[config.mk]
export PLATFORM = sky130hd
export DESIGN_NAME = mdio_phy_slave
export DESIGN_NICKNAME = d
export VERILOG_FILES = /design/src/rtl/mdio_phy_pkg.sv /design/src/rtl/mdio_edge_sync.sv /design/src/rtl/mdio_phy_regs.sv /design/src/rtl/mdio_frame_decoder.sv /design/src/rtl/mdio_phy_slave.sv
export SDC_FILE = /design/constraint.sdc
export NUM_CORES = 1
export LEC_CHECK = 0
export BUFFER_PORTS_ARGS = -buffer_cell sky130_fd_sc_hd__buf_4
export CAP_MARGIN = 30
export CORE_MARGIN = 8
export CORE_UTILIZATION = 40
export CTS_CLUSTER_DIAMETER = 50
export DETAILED_ROUTE_END_ITERATION = 8
export SLEW_MARGIN = 10
export SYNTH_ARGS = -nofsm -noshare
export SYNTH_HDL_FRONTEND = slang
export SYNTH_SLANG_ARGS = --single-unit
[constraint.sdc]
create_clock -name clk -period 2 [get_ports clk]
set_clock_uncertainty 0.1 [all_clocks]
set_input_delay 0 -clock clk [delete_from_list [all_inputs] [get_ports clk]]
set_output_delay 0 -clock clk [all_outputs]
set_load 0.02 [all_outputs]
[src/rtl/mdio_phy_pkg.sv]
package mdio_phy_pkg;
   typedef enum logic [2:0] {
      ST_PREAMBLE = 3'd0,
      ST_START    = 3'd1,
      ST_OPCODE   = 3'd2,
      ST_PHYADR   = 3'd3,
      ST_REGADR   = 3'd4,
      ST_TURN     = 3'd5,
      ST_DATA     = 3'd6
   } mdio_state_e;

   localparam logic [1:0] OP_WRITE = 2'b01;
   localparam logic [1:0] OP_READ  = 2'b10;
   localparam int         FIELD_W  = 5;
endpackage

[src/rtl/mdio_edge_sync.sv]
module mdio_edge_sync #(
   parameter int STAGES = 2
) (
   input  logic clk,
   input  logic rst_n,
   input  logic mdc,
   input  logic mdio_in,
   output logic mdc_rise,
   output logic mdc_fall,
   output logic bit_q
);
   localparam int TOP = STAGES - 1;

   logic [TOP:0] clk_sh;
   logic [TOP:0] dat_sh;
   logic         clk_prev;

   generate
      if (STAGES == 1) begin : g_single
         always_ff @(posedge clk or negedge rst_n) begin
            if (!rst_n) begin
               clk_sh <= '0;
               dat_sh <= '1;
            end else begin
               clk_sh <= mdc;
               dat_sh <= mdio_in;
            end
         end
      end else begin : g_chain
         always_ff @(posedge clk or negedge rst_n) begin
            if (!rst_n) begin
               clk_sh <= '0;
               dat_sh <= '1;
            end else begin
               clk_sh <= {clk_sh[TOP-1:0], mdc};
               dat_sh <= {dat_sh[TOP-1:0], mdio_in};
            end
         end
      end
   endgenerate

   always_ff @(posedge clk or negedge rst_n) begin
      if (!rst_n) clk_prev <= 1'b0;
      else        clk_prev <= clk_sh[TOP];
   end

   assign mdc_rise = clk_sh[TOP] & ~clk_prev;
   assign mdc_fall = ~clk_sh[TOP] & clk_prev;
   assign bit_q    = dat_sh[TOP];
endmodule

[src/rtl/mdio_phy_regs.sv]
module mdio_phy_regs #(
   parameter int                 DATA_W      = 16,
   parameter int                 IDX_W       = 5,
   parameter int                 STATUS_IDX  = 1,
   parameter logic [DATA_W-1:0]  STATUS_WORD = 16'h782C
) (
   input  logic              clk,
   input  logic              rst_n,
   input  logic              wr_en,
   input  logic [IDX_W-1:0]  wr_idx,
   input  logic [DATA_W-1:0] wr_data,
   input  logic [IDX_W-1:0]  rd_idx,
   output logic [DATA_W-1:0] rd_data
);
   localparam int NUM = 1 << IDX_W;

   logic [NUM-1:0][DATA_W-1:0] word;

   generate
      for (genvar g = 0; g < NUM; g++) begin : g_reg
         if (g == STATUS_IDX) begin : g_fixed
            assign word[g] = STATUS_WORD;
         end else begin : g_store
            logic [DATA_W-1:0] q;
            always_ff @(posedge clk or negedge rst_n) begin
               if (!rst_n)                                  q <= '0;
               else if (wr_en && (wr_idx == IDX_W'(g)))     q <= wr_data;
            end
            assign word[g] = q;
         end
      end
   endgenerate

   assign rd_data = word[rd_idx];
endmodule

[src/rtl/mdio_frame_decoder.sv]
module mdio_frame_decoder
   import mdio_phy_pkg::*;
#(
   parameter int          DATA_W       = 16,
   parameter int          PREAMBLE_LEN = 32,
   parameter logic [4:0]  PHY_ADDR     = 5'd1
) (
   input  logic                clk,
   input  logic                rst_n,
   input  logic                mdc_rise,
   input  logic                mdc_fall,
   input  logic                bit_i,
   input  logic [DATA_W-1:0]   rd_data,
   output logic [FIELD_W-1:0]  reg_idx,
   output logic                wr_en,
   output logic [DATA_W-1:0]   wr_data,
   output logic                mdio_out,
   output logic                mdio_oe,
   output mdio_state_e         state,
   output logic                rd_mode,
   output logic                pre_full,
   output logic                last_bit
);
   localparam int PRE_W = $clog2(PREAMBLE_LEN + 1);
   localparam int CNT_W = $clog2((DATA_W > FIELD_W) ? DATA_W : FIELD_W);

   mdio_state_e          state_q;
   logic [PRE_W-1:0]     pre_cnt_q;
   logic [CNT_W-1:0]     cnt_q;
   logic [1:0]           opc_q;
   logic [FIELD_W-1:0]   phy_q;
   logic [FIELD_W-1:0]   reg_q;
   logic [DATA_W-1:0]    shift_q;
   logic [DATA_W-1:0]    tx_q;
   logic                 rd_mode_q;
   logic                 oe_q;
   logic                 out_q;
   logic                 wr_en_q;
   logic [DATA_W-1:0]    wr_data_q;
   logic                 hit;

   assign pre_full = (pre_cnt_q == PRE_W'(PREAMBLE_LEN));
   assign hit      = (phy_q == PHY_ADDR);

   always_ff @(posedge clk or negedge rst_n) begin
      if (!rst_n) begin
         state_q   <= ST_PREAMBLE;
         pre_cnt_q <= '0;
         cnt_q     <= '0;
         opc_q     <= '0;
         phy_q     <= '0;
         reg_q     <= '0;
         shift_q   <= '0;
         tx_q      <= '0;
         rd_mode_q <= 1'b0;
         oe_q      <= 1'b0;
         out_q     <= 1'b0;
         wr_en_q   <= 1'b0;
         wr_data_q <= '0;
      end else begin
         wr_en_q <= 1'b0;
         if (mdc_rise) begin
            case (state_q)
               ST_PREAMBLE: begin
                  if (bit_i) begin
                     if (!pre_full) pre_cnt_q <= pre_cnt_q + 1'b1;
                  end else if (pre_full) begin
                     state_q   <= ST_START;
                     pre_cnt_q <= '0;
                  end else begin
                     pre_cnt_q <= '0;
                  end
               end
               ST_START: begin
                  state_q <= ST_OPCODE;
                  cnt_q   <= '0;
               end
               ST_OPCODE: begin
                  opc_q <= {opc_q[0], bit_i};
                  if (cnt_q == CNT_W'(1)) begin
                     state_q <= ST_PHYADR;
                     cnt_q   <= '0;
                  end else cnt_q <= cnt_q + 1'b1;
               end
               ST_PHYADR: begin
                  phy_q <= {phy_q[FIELD_W-2:0], bit_i};
                  if (cnt_q == CNT_W'(FIELD_W - 1)) begin
                     state_q <= ST_REGADR;
                     cnt_q   <= '0;
                  end else cnt_q <= cnt_q + 1'b1;
               end
               ST_REGADR: begin
                  reg_q <= {reg_q[FIELD_W-2:0], bit_i};
                  if (cnt_q == CNT_W'(FIELD_W - 1)) begin
                     state_q <= ST_TURN;
                     cnt_q   <= '0;
                  end else cnt_q <= cnt_q + 1'b1;
               end
               ST_TURN: begin
                  if (cnt_q == CNT_W'(1)) begin
                     state_q   <= ST_DATA;
                     cnt_q     <= '0;
                     rd_mode_q <= (opc_q == OP_READ);
                     tx_q      <= hit ? rd_data : '1;
                  end else cnt_q <= cnt_q + 1'b1;
               end
               ST_DATA: begin
                  shift_q <= {shift_q[DATA_W-2:0], bit_i};
                  if (cnt_q == CNT_W'(DATA_W - 1)) begin
                     state_q   <= ST_PREAMBLE;
                     cnt_q     <= '0;
                     rd_mode_q <= 1'b0;
                     oe_q      <= 1'b0;
                     if ((opc_q == OP_WRITE) && hit) begin
                        wr_en_q   <= 1'b1;
                        wr_data_q <= {shift_q[DATA_W-2:0], bit_i};
                     end
                  end else cnt_q <= cnt_q + 1'b1;
               end
               default: state_q <= ST_PREAMBLE;
            endcase
         end else if (mdc_fall && (state_q == ST_DATA) && rd_mode_q) begin
            oe_q  <= 1'b1;
            out_q <= tx_q[DATA_W-1];
            tx_q  <= {tx_q[DATA_W-2:0], 1'b0};
         end
      end
   end

   assign reg_idx  = reg_q;
   assign wr_en    = wr_en_q;
   assign wr_data  = wr_data_q;
   assign mdio_out = out_q;
   assign mdio_oe  = oe_q;
   assign state    = state_q;
   assign rd_mode  = rd_mode_q;
   assign last_bit = (state_q == ST_DATA) && (cnt_q == CNT_W'(DATA_W - 1));
endmodule

[src/rtl/mdio_phy_slave.sv]
module mdio_phy_slave
   import mdio_phy_pkg::*;
#(
   parameter logic [4:0]          PHY_ADDR     = 5'd1,
   parameter int                  DATA_W       = 16,
   parameter int                  PREAMBLE_LEN = 32,
   parameter int                  SYNC_STAGES  = 2,
   parameter int                  STATUS_IDX   = 1,
   parameter logic [DATA_W-1:0]   STATUS_WORD  = 16'h782C
) (
   input  logic clk,
   input  logic rst_n,
   input  logic mdc,
   input  logic mdio_in,
   output logic mdio_out,
   output logic mdio_oe
);
   generate
      if (DATA_W != 16) begin : g_bad_width
         $error("mdio_phy_slave: data field must be 16 bits");
      end
      if (SYNC_STAGES < 2) begin : g_bad_sync
         $error("mdio_phy_slave: synchroniser needs at least two stages");
      end
      if (PREAMBLE_LEN < 1) begin : g_bad_pre
         $error("mdio_phy_slave: preamble length must be positive");
      end
      if ((STATUS_IDX < 0) || (STATUS_IDX >= (1 << FIELD_W))) begin : g_bad_stat
         $error("mdio_phy_slave: status register index out of range");
      end
   endgenerate

   logic                mdc_rise;
   logic                mdc_fall;
   logic                bit_s;
   logic [FIELD_W-1:0]  reg_idx;
   logic                wr_en;
   logic [DATA_W-1:0]   wr_data;
   logic [DATA_W-1:0]   rd_data;
   mdio_state_e         dec_state;
   logic                dec_rd_mode;
   logic                dec_pre_full;
   logic                dec_last_bit;

   mdio_edge_sync #(.STAGES(SYNC_STAGES)) u_sync (
      .clk      (clk),
      .rst_n    (rst_n),
      .mdc      (mdc),
      .mdio_in  (mdio_in),
      .mdc_rise (mdc_rise),
      .mdc_fall (mdc_fall),
      .bit_q    (bit_s)
   );

   mdio_frame_decoder #(
      .DATA_W       (DATA_W),
      .PREAMBLE_LEN (PREAMBLE_LEN),
      .PHY_ADDR     (PHY_ADDR)
   ) u_dec (
      .clk      (clk),
      .rst_n    (rst_n),
      .mdc_rise (mdc_rise),
      .mdc_fall (mdc_fall),
      .bit_i    (bit_s),
      .rd_data  (rd_data),
      .reg_idx  (reg_idx),
      .wr_en    (wr_en),
      .wr_data  (wr_data),
      .mdio_out (mdio_out),
      .mdio_oe  (mdio_oe),
      .state    (dec_state),
      .rd_mode  (dec_rd_mode),
      .pre_full (dec_pre_full),
      .last_bit (dec_last_bit)
   );

   mdio_phy_regs #(
      .DATA_W      (DATA_W),
      .IDX_W       (FIELD_W),
      .STATUS_IDX  (STATUS_IDX),
      .STATUS_WORD (STATUS_WORD)
   ) u_regs (
      .clk     (clk),
      .rst_n   (rst_n),
      .wr_en   (wr_en),
      .wr_idx  (reg_idx),
      .wr_data (wr_data),
      .rd_idx  (reg_idx),
      .rd_data (rd_data)
   );
endmodule

# Word level (Yosys, flattened, before mapping)
# Index checks and enable logic that the tools add are counted.
dict set report totals {
  reg_bits 577
  out_inout_bits 2
  wordCells 194
}
dict set report classes {
  addsub 2
  order_cmp 1
  eq_ne 55
  n_mux 31
  n_bitwise 5
  n_reduce_logical 53
}
# operator n
set ops {}
lappend ops {{two-way mux 16 bit} 6}
lappend ops {{binary-select mux 16 bit (select 5 bit)} 1}
lappend ops {{equality test 5 bit (second input constant)} 16}
lappend ops {{equality test 5 x 4 -> 1 bit (second input constant)} 8}
lappend ops {{logical AND 1 bit} 34}
lappend ops {{two-way mux 3 bit} 7}
lappend ops {{case mux 3 bit (7 select lines)} 1}
lappend ops {{equality test 5 x 3 -> 1 bit (second input constant)} 4}
lappend ops {{inequality test 2 x 1 -> 1 bit (second input constant)} 9}
lappend ops {{case mux 4 bit (4 select lines)} 1}
lappend ops {{two-way mux 4 bit} 3}
lappend ops {{two-way mux 6 bit} 2}
lappend ops {{AND reduction 2 bit} 6}
lappend ops {{equality test 5 x 2 -> 1 bit (second input constant)} 2}
lappend ops {{equality test 3 bit (second input constant)} 3}
lappend ops {{two-way mux 1 bit} 9}
lappend ops {{AND reduction 3 bit} 3}
lappend ops {{AND reduction 4 bit} 2}
lappend ops {{AND reduction 8 bit} 1}
lappend ops {{adder 6 x 1 -> 6 bit (second input constant)} 1}
lappend ops {{equality test 3 x 2 -> 1 bit (second input constant)} 2}
lappend ops {{equality test 6 bit (second input constant)} 1}
lappend ops {{< comparator 5 x 6 -> 1 bit (second input constant)} 1}
lappend ops {{inequality test 2 bit (second input constant)} 3}
lappend ops {{16 further kinds} 21}

# Longest topological paths before layout
dict set report logic_depth {
  depth_word 6
  ltp_mapped 9
  ltp_nobuf 7
}

# Modules after synthesis
# Synthesis repeated with hierarchy kept, for this count alone.
dict set report unflattened {
  hier_cells 1791
  hier_area_um2 26556.7
}
# mod instances cells_per_inst area_per_inst_um2 seq_area_each_um2
set modules_own_cells {}
lappend modules_own_cells {mdio_phy_regs 1 1475 22774.3 12411.9}
lappend modules_own_cells {mdio_frame_decoder 1 309 3639.7 1901.8}
lappend modules_own_cells {mdio_edge_sync 1 7 142.6 127.6}

# Worst setup path before layout
# No wires, ideal clock.
dict set report synth_timing {
  path_kind {register to register}
  start {reg u_dec.reg_q[0] (netlist: u_dec.reg_idx[0])}
  end {reg u_dec.tx_q[2]}
  setup_time_ps 141
  arrival_time_ps 1833
  required_ps 1759
  path_slack_ps -74
  stages_incl_launch_ff 7
  n_path_buf 3
  synth_period_minus_slack_ps 2074
  cell_sequence {dfrtp_1 > buf_2 > buf_4 > buf_2 > mux4_2 > a221oi_1 > a211oi_1}
}
dict set report synth_between {
  elab_chain_cells 6
}
# element line
set synth_lines {}
lappend synth_lines {{from (decl)} mdio_frame_decoder.sv:32} ;# logic [FIELD_W-1:0] reg_q;
lappend synth_lines {{from (signal assigned)} mdio_frame_decoder.sv:93} ;# reg_q <= {reg_q[FIELD_W-2:0], bit_i};
lappend synth_lines {{binary-select mux 16 bit (select 5 bit)} mdio_phy_regs.sv:34} ;# assign rd_data = word[rd_idx];
lappend synth_lines {{two-way mux 16 bit (not written as such)} mdio_phy_regs.sv:34}
lappend synth_lines {{two-way mux 16 bit} mdio_frame_decoder.sv:104} ;# tx_q <= hit ? rd_data : '1;
lappend synth_lines {{two-way mux 16 bit} mdio_frame_decoder.sv:100} ;# if (cnt_q == CNT_W'(1)) begin
lappend synth_lines {{two-way mux 16 bit} mdio_frame_decoder.sv:63} ;# case (state_q)
lappend synth_lines {{two-way mux 16 bit} mdio_frame_decoder.sv:62} ;# if (mdc_rise) begin
lappend synth_lines {{to (signal assigned)} mdio_frame_decoder.sv:104}
lappend synth_lines {{to (signal assigned)} mdio_frame_decoder.sv:125} ;# tx_q <= {tx_q[DATA_W-2:0], 1'b0};
lappend synth_lines {{to (decl)} mdio_frame_decoder.sv:34} ;# logic [DATA_W-1:0] tx_q;
# No other way between the ends. The select of a mux whose other input is x is not followed.
# A chain may end at the register's enable or synchronous reset.

# Final worst setup path
dict set report layout_timing {
  start {reg u_dec.reg_q[1] (netlist: u_dec.reg_idx[1])}
  end {reg u_regs.g_reg[9].g_store.q[1]}
}
dict set report layout_between {
  elab_chain_cells 2
}
# element line
set layout_lines {}
lappend layout_lines {{equality test 5 x 4 -> 1 bit} mdio_phy_regs.sv:27} ;# else if (wr_en && (wr_idx == IDX_W'(g))) q <= wr_data;
lappend layout_lines {{logical AND 1 bit} mdio_phy_regs.sv:27}
lappend layout_lines {{to (signal assigned)} mdio_phy_regs.sv:27}
lappend layout_lines {{to (decl)} mdio_phy_regs.sv:24} ;# logic [DATA_W-1:0] q;
# No other way between the ends.

==> impl_metrics.py <==
metrics = {
    "place": {
        "post_dp_cell_area_um2": 29400,
        "gp_congestion": 0.848,
        "place_hpwl_um": 46200,
        "portBuffers": 5,
    },
    "logic_synthesis": {
        "synth_edf_count": 0,
        "seq_area_frac_synth_pct": 54.6,
        "synth.ff_latch_count": 577,
        "syn-cell-area_um2": 26400,
        "synth_commonest_cells": "dfrtp_1, mux2_2, mux4_2",
        "syn_area_per_cell_um2": 14.9,
        "ys.flop_type": "dfrtp_1",
        "synthArstFlopShare_pct": 100,
        "synthTopCellsByArea": "dfrtp_1, mux2_2, mux4_2",
        "yosys_warnings": 0,
        "synth_nets": 1785,
        "post-synth-top-area-cell": "dfrtp_1",
        "synthDominantCellAreaShare_pct": 54.4,
        "ys_types": 64,
        "synth_cells": 1776,
        "synth.most_common_cell": "dfrtp_1",
    },
    "critical_path": {
        "critPathMaxFanout": 13,
        "crit_arrival_ps": 2650,
        "reg2regPathDepth": 8,
        "reg2reg_slack_ps": -290,
        "r2r_end": "u_regs.g_reg[9].g_store.q[1]",
        "cp_data_required_time_ps": 2360,
        "path_class": "flop to flop",
        "timing.rr.start": "u_dec.reg_idx[1]",
        "startpoint_type": "flop",
        "end_kind": "flop",
    },
    "die": {
        "die-height_um": 273,
        "io_pins": 6,
        "start_util_pct": 40.3,
        "core-area_um2": 65600,
        "die_w_um": 273,
        "rows": 94,
        "fp.dieArea_um2": 74600,
    },
    "power": {
        "ir_drop_uv": 529,
        "powerDensity_nw_per_um2": 709,
        "p_leak_nw": 15.9,
    },
    "clock_network": {
        "cts_tree": "built",
        "clk_pin_slew_ps": 60,
        "clock_latency_ps": 600,
        "cts_root_buffer": "clkbuf_16",
        "htreeDepth": 3,
        "numCtsBuffers": 67,
        "clock-sinks": 577,
        "ctsLongestPathBuffers": 3,
    },
    "detailed_routing": {
        "post-route-drc-count": 0,
        "route.vias.total": 16655,
        "antenna_left": 0,
        "wl_per_cell_um": 26.5,
        "drt_iter0_drc": 1238,
        "viasPerCell": 5.72,
        "first_pass_iters": 5,
        "wirelength_um": 77100,
    },
    "grt": {
        "grt_pass1_wl_um": 116000,
        "overflow": 0,
        "grt_pass1_vias": 17718,
        "track_usage_pct": 20.2,
        "antenna_found_initial": 0,
        "grt_max_degree": 84,
    },
    "final_layout": {
        "fin_area_um2": 34700,
        "fin_nets": 2006,
        "n_antenna_cell": 0,
        "drive_gt1_share_pct": 58.9,
        "syn2layout_area_growth_pct": 31.1,
    },
    "timing": {
        "worstMarginPinSlew_ps": 678,
        "report.final.slew_viol_count": 0,
        "post-route-period-util_pct": 115,
        "rsz0062_at_grt": "yes",
        "setup_ws_ps": -292,
        "final.min_clock_period_ps": 2290,
        "whs_ps": 260,
        "tns_ps": -102780,
        "slew_headroom_pct": 54.8,
        "hold_viol": 0,
        "setup_violations": 531,
        "fmax_ghz": 0.436,
    },
    "job": {
        "maxCapViolations": 0,
    },
    "outcome": {
        "violations": "setup timing",
        "status": "complete, but fails checks",
    },
    "worst_hold_path": {
        "worstHoldStart": "u_sync.dat_sh[0]",
        "hold_depth": 0,
        "worstHoldEndpoint": "u_sync.dat_sh[1]",
        "hold_path_class": "flop to flop",
    },
}
[final cells by class]
class | count | area, um2
fillers | 5261 | 31000
flip-flops and latches | 577 | 14500
multi-input cells | 1033 | 12800
repair buffers | 305 | 3990
clock buffers | 100 | 2040
well taps | 864 | 1080
clock inverters | 18 | 215
inverters | 13 | 48.8
[state kept, by name, summed over array words and instances, names as in the netlist]
signal,count
u_dec.cnt_q,4
u_dec.mdio_oe,1
u_dec.mdio_out,1
u_dec.opc_q,2
u_dec.phy_q,5
u_dec.pre_cnt_q,6
u_dec.rd_mode,1
u_dec.reg_idx,5
u_dec.shift_q,15
u_dec.state,3
u_dec.tx_q,16
u_dec.wr_data,16
u_dec.wr_en,1
u_regs.g.g_store.q,496
u_sync.clk_prev,1
u_sync.clk_sh,2
u_sync.dat_sh,2
[logic make-up (layout without fill, tap and decap cells)]
kind of cell / count (synthesis) / in the layout / share of synthesized area (%)
xor gates and xnor gates: 5 / 5 / 0.166
buffers and inverters: 166 / 436 / 3.12
muxes: 713 / 713 / 34.5
and+or+nand+nor: 192 / 192 / 4.28
DFF: 577 / 577 / 54.6
adders and majority gates: 5 / 5 / 0.237
AOI/OAI and AO/OA: 118 / 118 / 3.12
[worst max path at each step]
stage,from,to,slack (ps)
after floorplan,u_dec.reg_idx[1],u_regs.g_reg[26].g_store.q[10],-70
after global placement,u_dec.reg_idx[2],u_regs.g_reg[9].g_store.q[0],-560
after detailed placement,u_dec.reg_idx[0],u_dec.tx_q[2],-560
after CTS,u_dec.reg_idx[1],u_dec.tx_q[8],-280
after global routing,u_dec.reg_idx[1],u_regs.g_reg[9].g_store.q[0],-330
final,u_dec.reg_idx[1],u_regs.g_reg[9].g_store.q[1],-290
[power by group]
group	leakage [nW]	total, mW	switching, mW	internal, mW
clock network	1.10	12.5	4.90	7.56
logic	6.80	0.397	0.291	0.106
registers	8.04	11.7	0.0125	11.7
total	15.9	24.6	5.20	19.4
[metal layers]
layer	track usage [%]	share of wire, %	wire length, um	up-vias
li1	-	-	-	7035
met1	28.0	45	34900	9017
met2	32.5	47	36200	466
met3	3.38	4.7	3610	137
met4	6.13	3.1	2370	0
met5	0	0	0	-
[worst max-delay path, stage by stage (launching register included)]
cell and delay (ps):
dfrtp_4 500, buf_6 150, buf_12 130, buf_16 140, nand2b_4 180, nor3b_4 340
nand2_2 130, buf_12 170, mux2_2 280
[placed cells by master (no fill, tap or decap), drive strengths merged, types with 6 or more instances in the layout]
cell type / n
a2111oi: 6
a211oi: 16
a21oi: 10
buf: 287
clkbuf: 112
clkinv: 8
dfrtp: 575
dlygate4sd3: 6
inv: 16
mux2: 551
mux2i: 59
mux4: 103
nand2: 50
nand2b: 7
nand3: 13
nand3b: 7
nor2: 41
nor2b: 7
nor3: 15
o21ai: 23
o22ai: 14
o31ai: 15
or3: 17
[per-stage QoR]
step                      std cells  utilization [%]  power [mW]  setup slack, ps
after detailed placement       2722             44.8        12.3             -560
final                          2910             52.8        24.6             -292
after global routing           2910             52.8        25.4             -332
after global placement         2717             44.6        12.3             -564
after CTS                      2888             51.1        24.8             -284
after floorplan                1776                -        12.0            -69.4
[repair_timing]
action | in CTS | in global routing
hold buffers | 7 | 0
pin swaps | 39 | 49
hold endpoints to repair | 577 | 0
buffers inserted | 36 | 19
endpoints found under the setup margin | 530 | 539
gates resized for setup | 311 | 208
cloned | 9 | 12
Power figures use the tool's default switching activity.
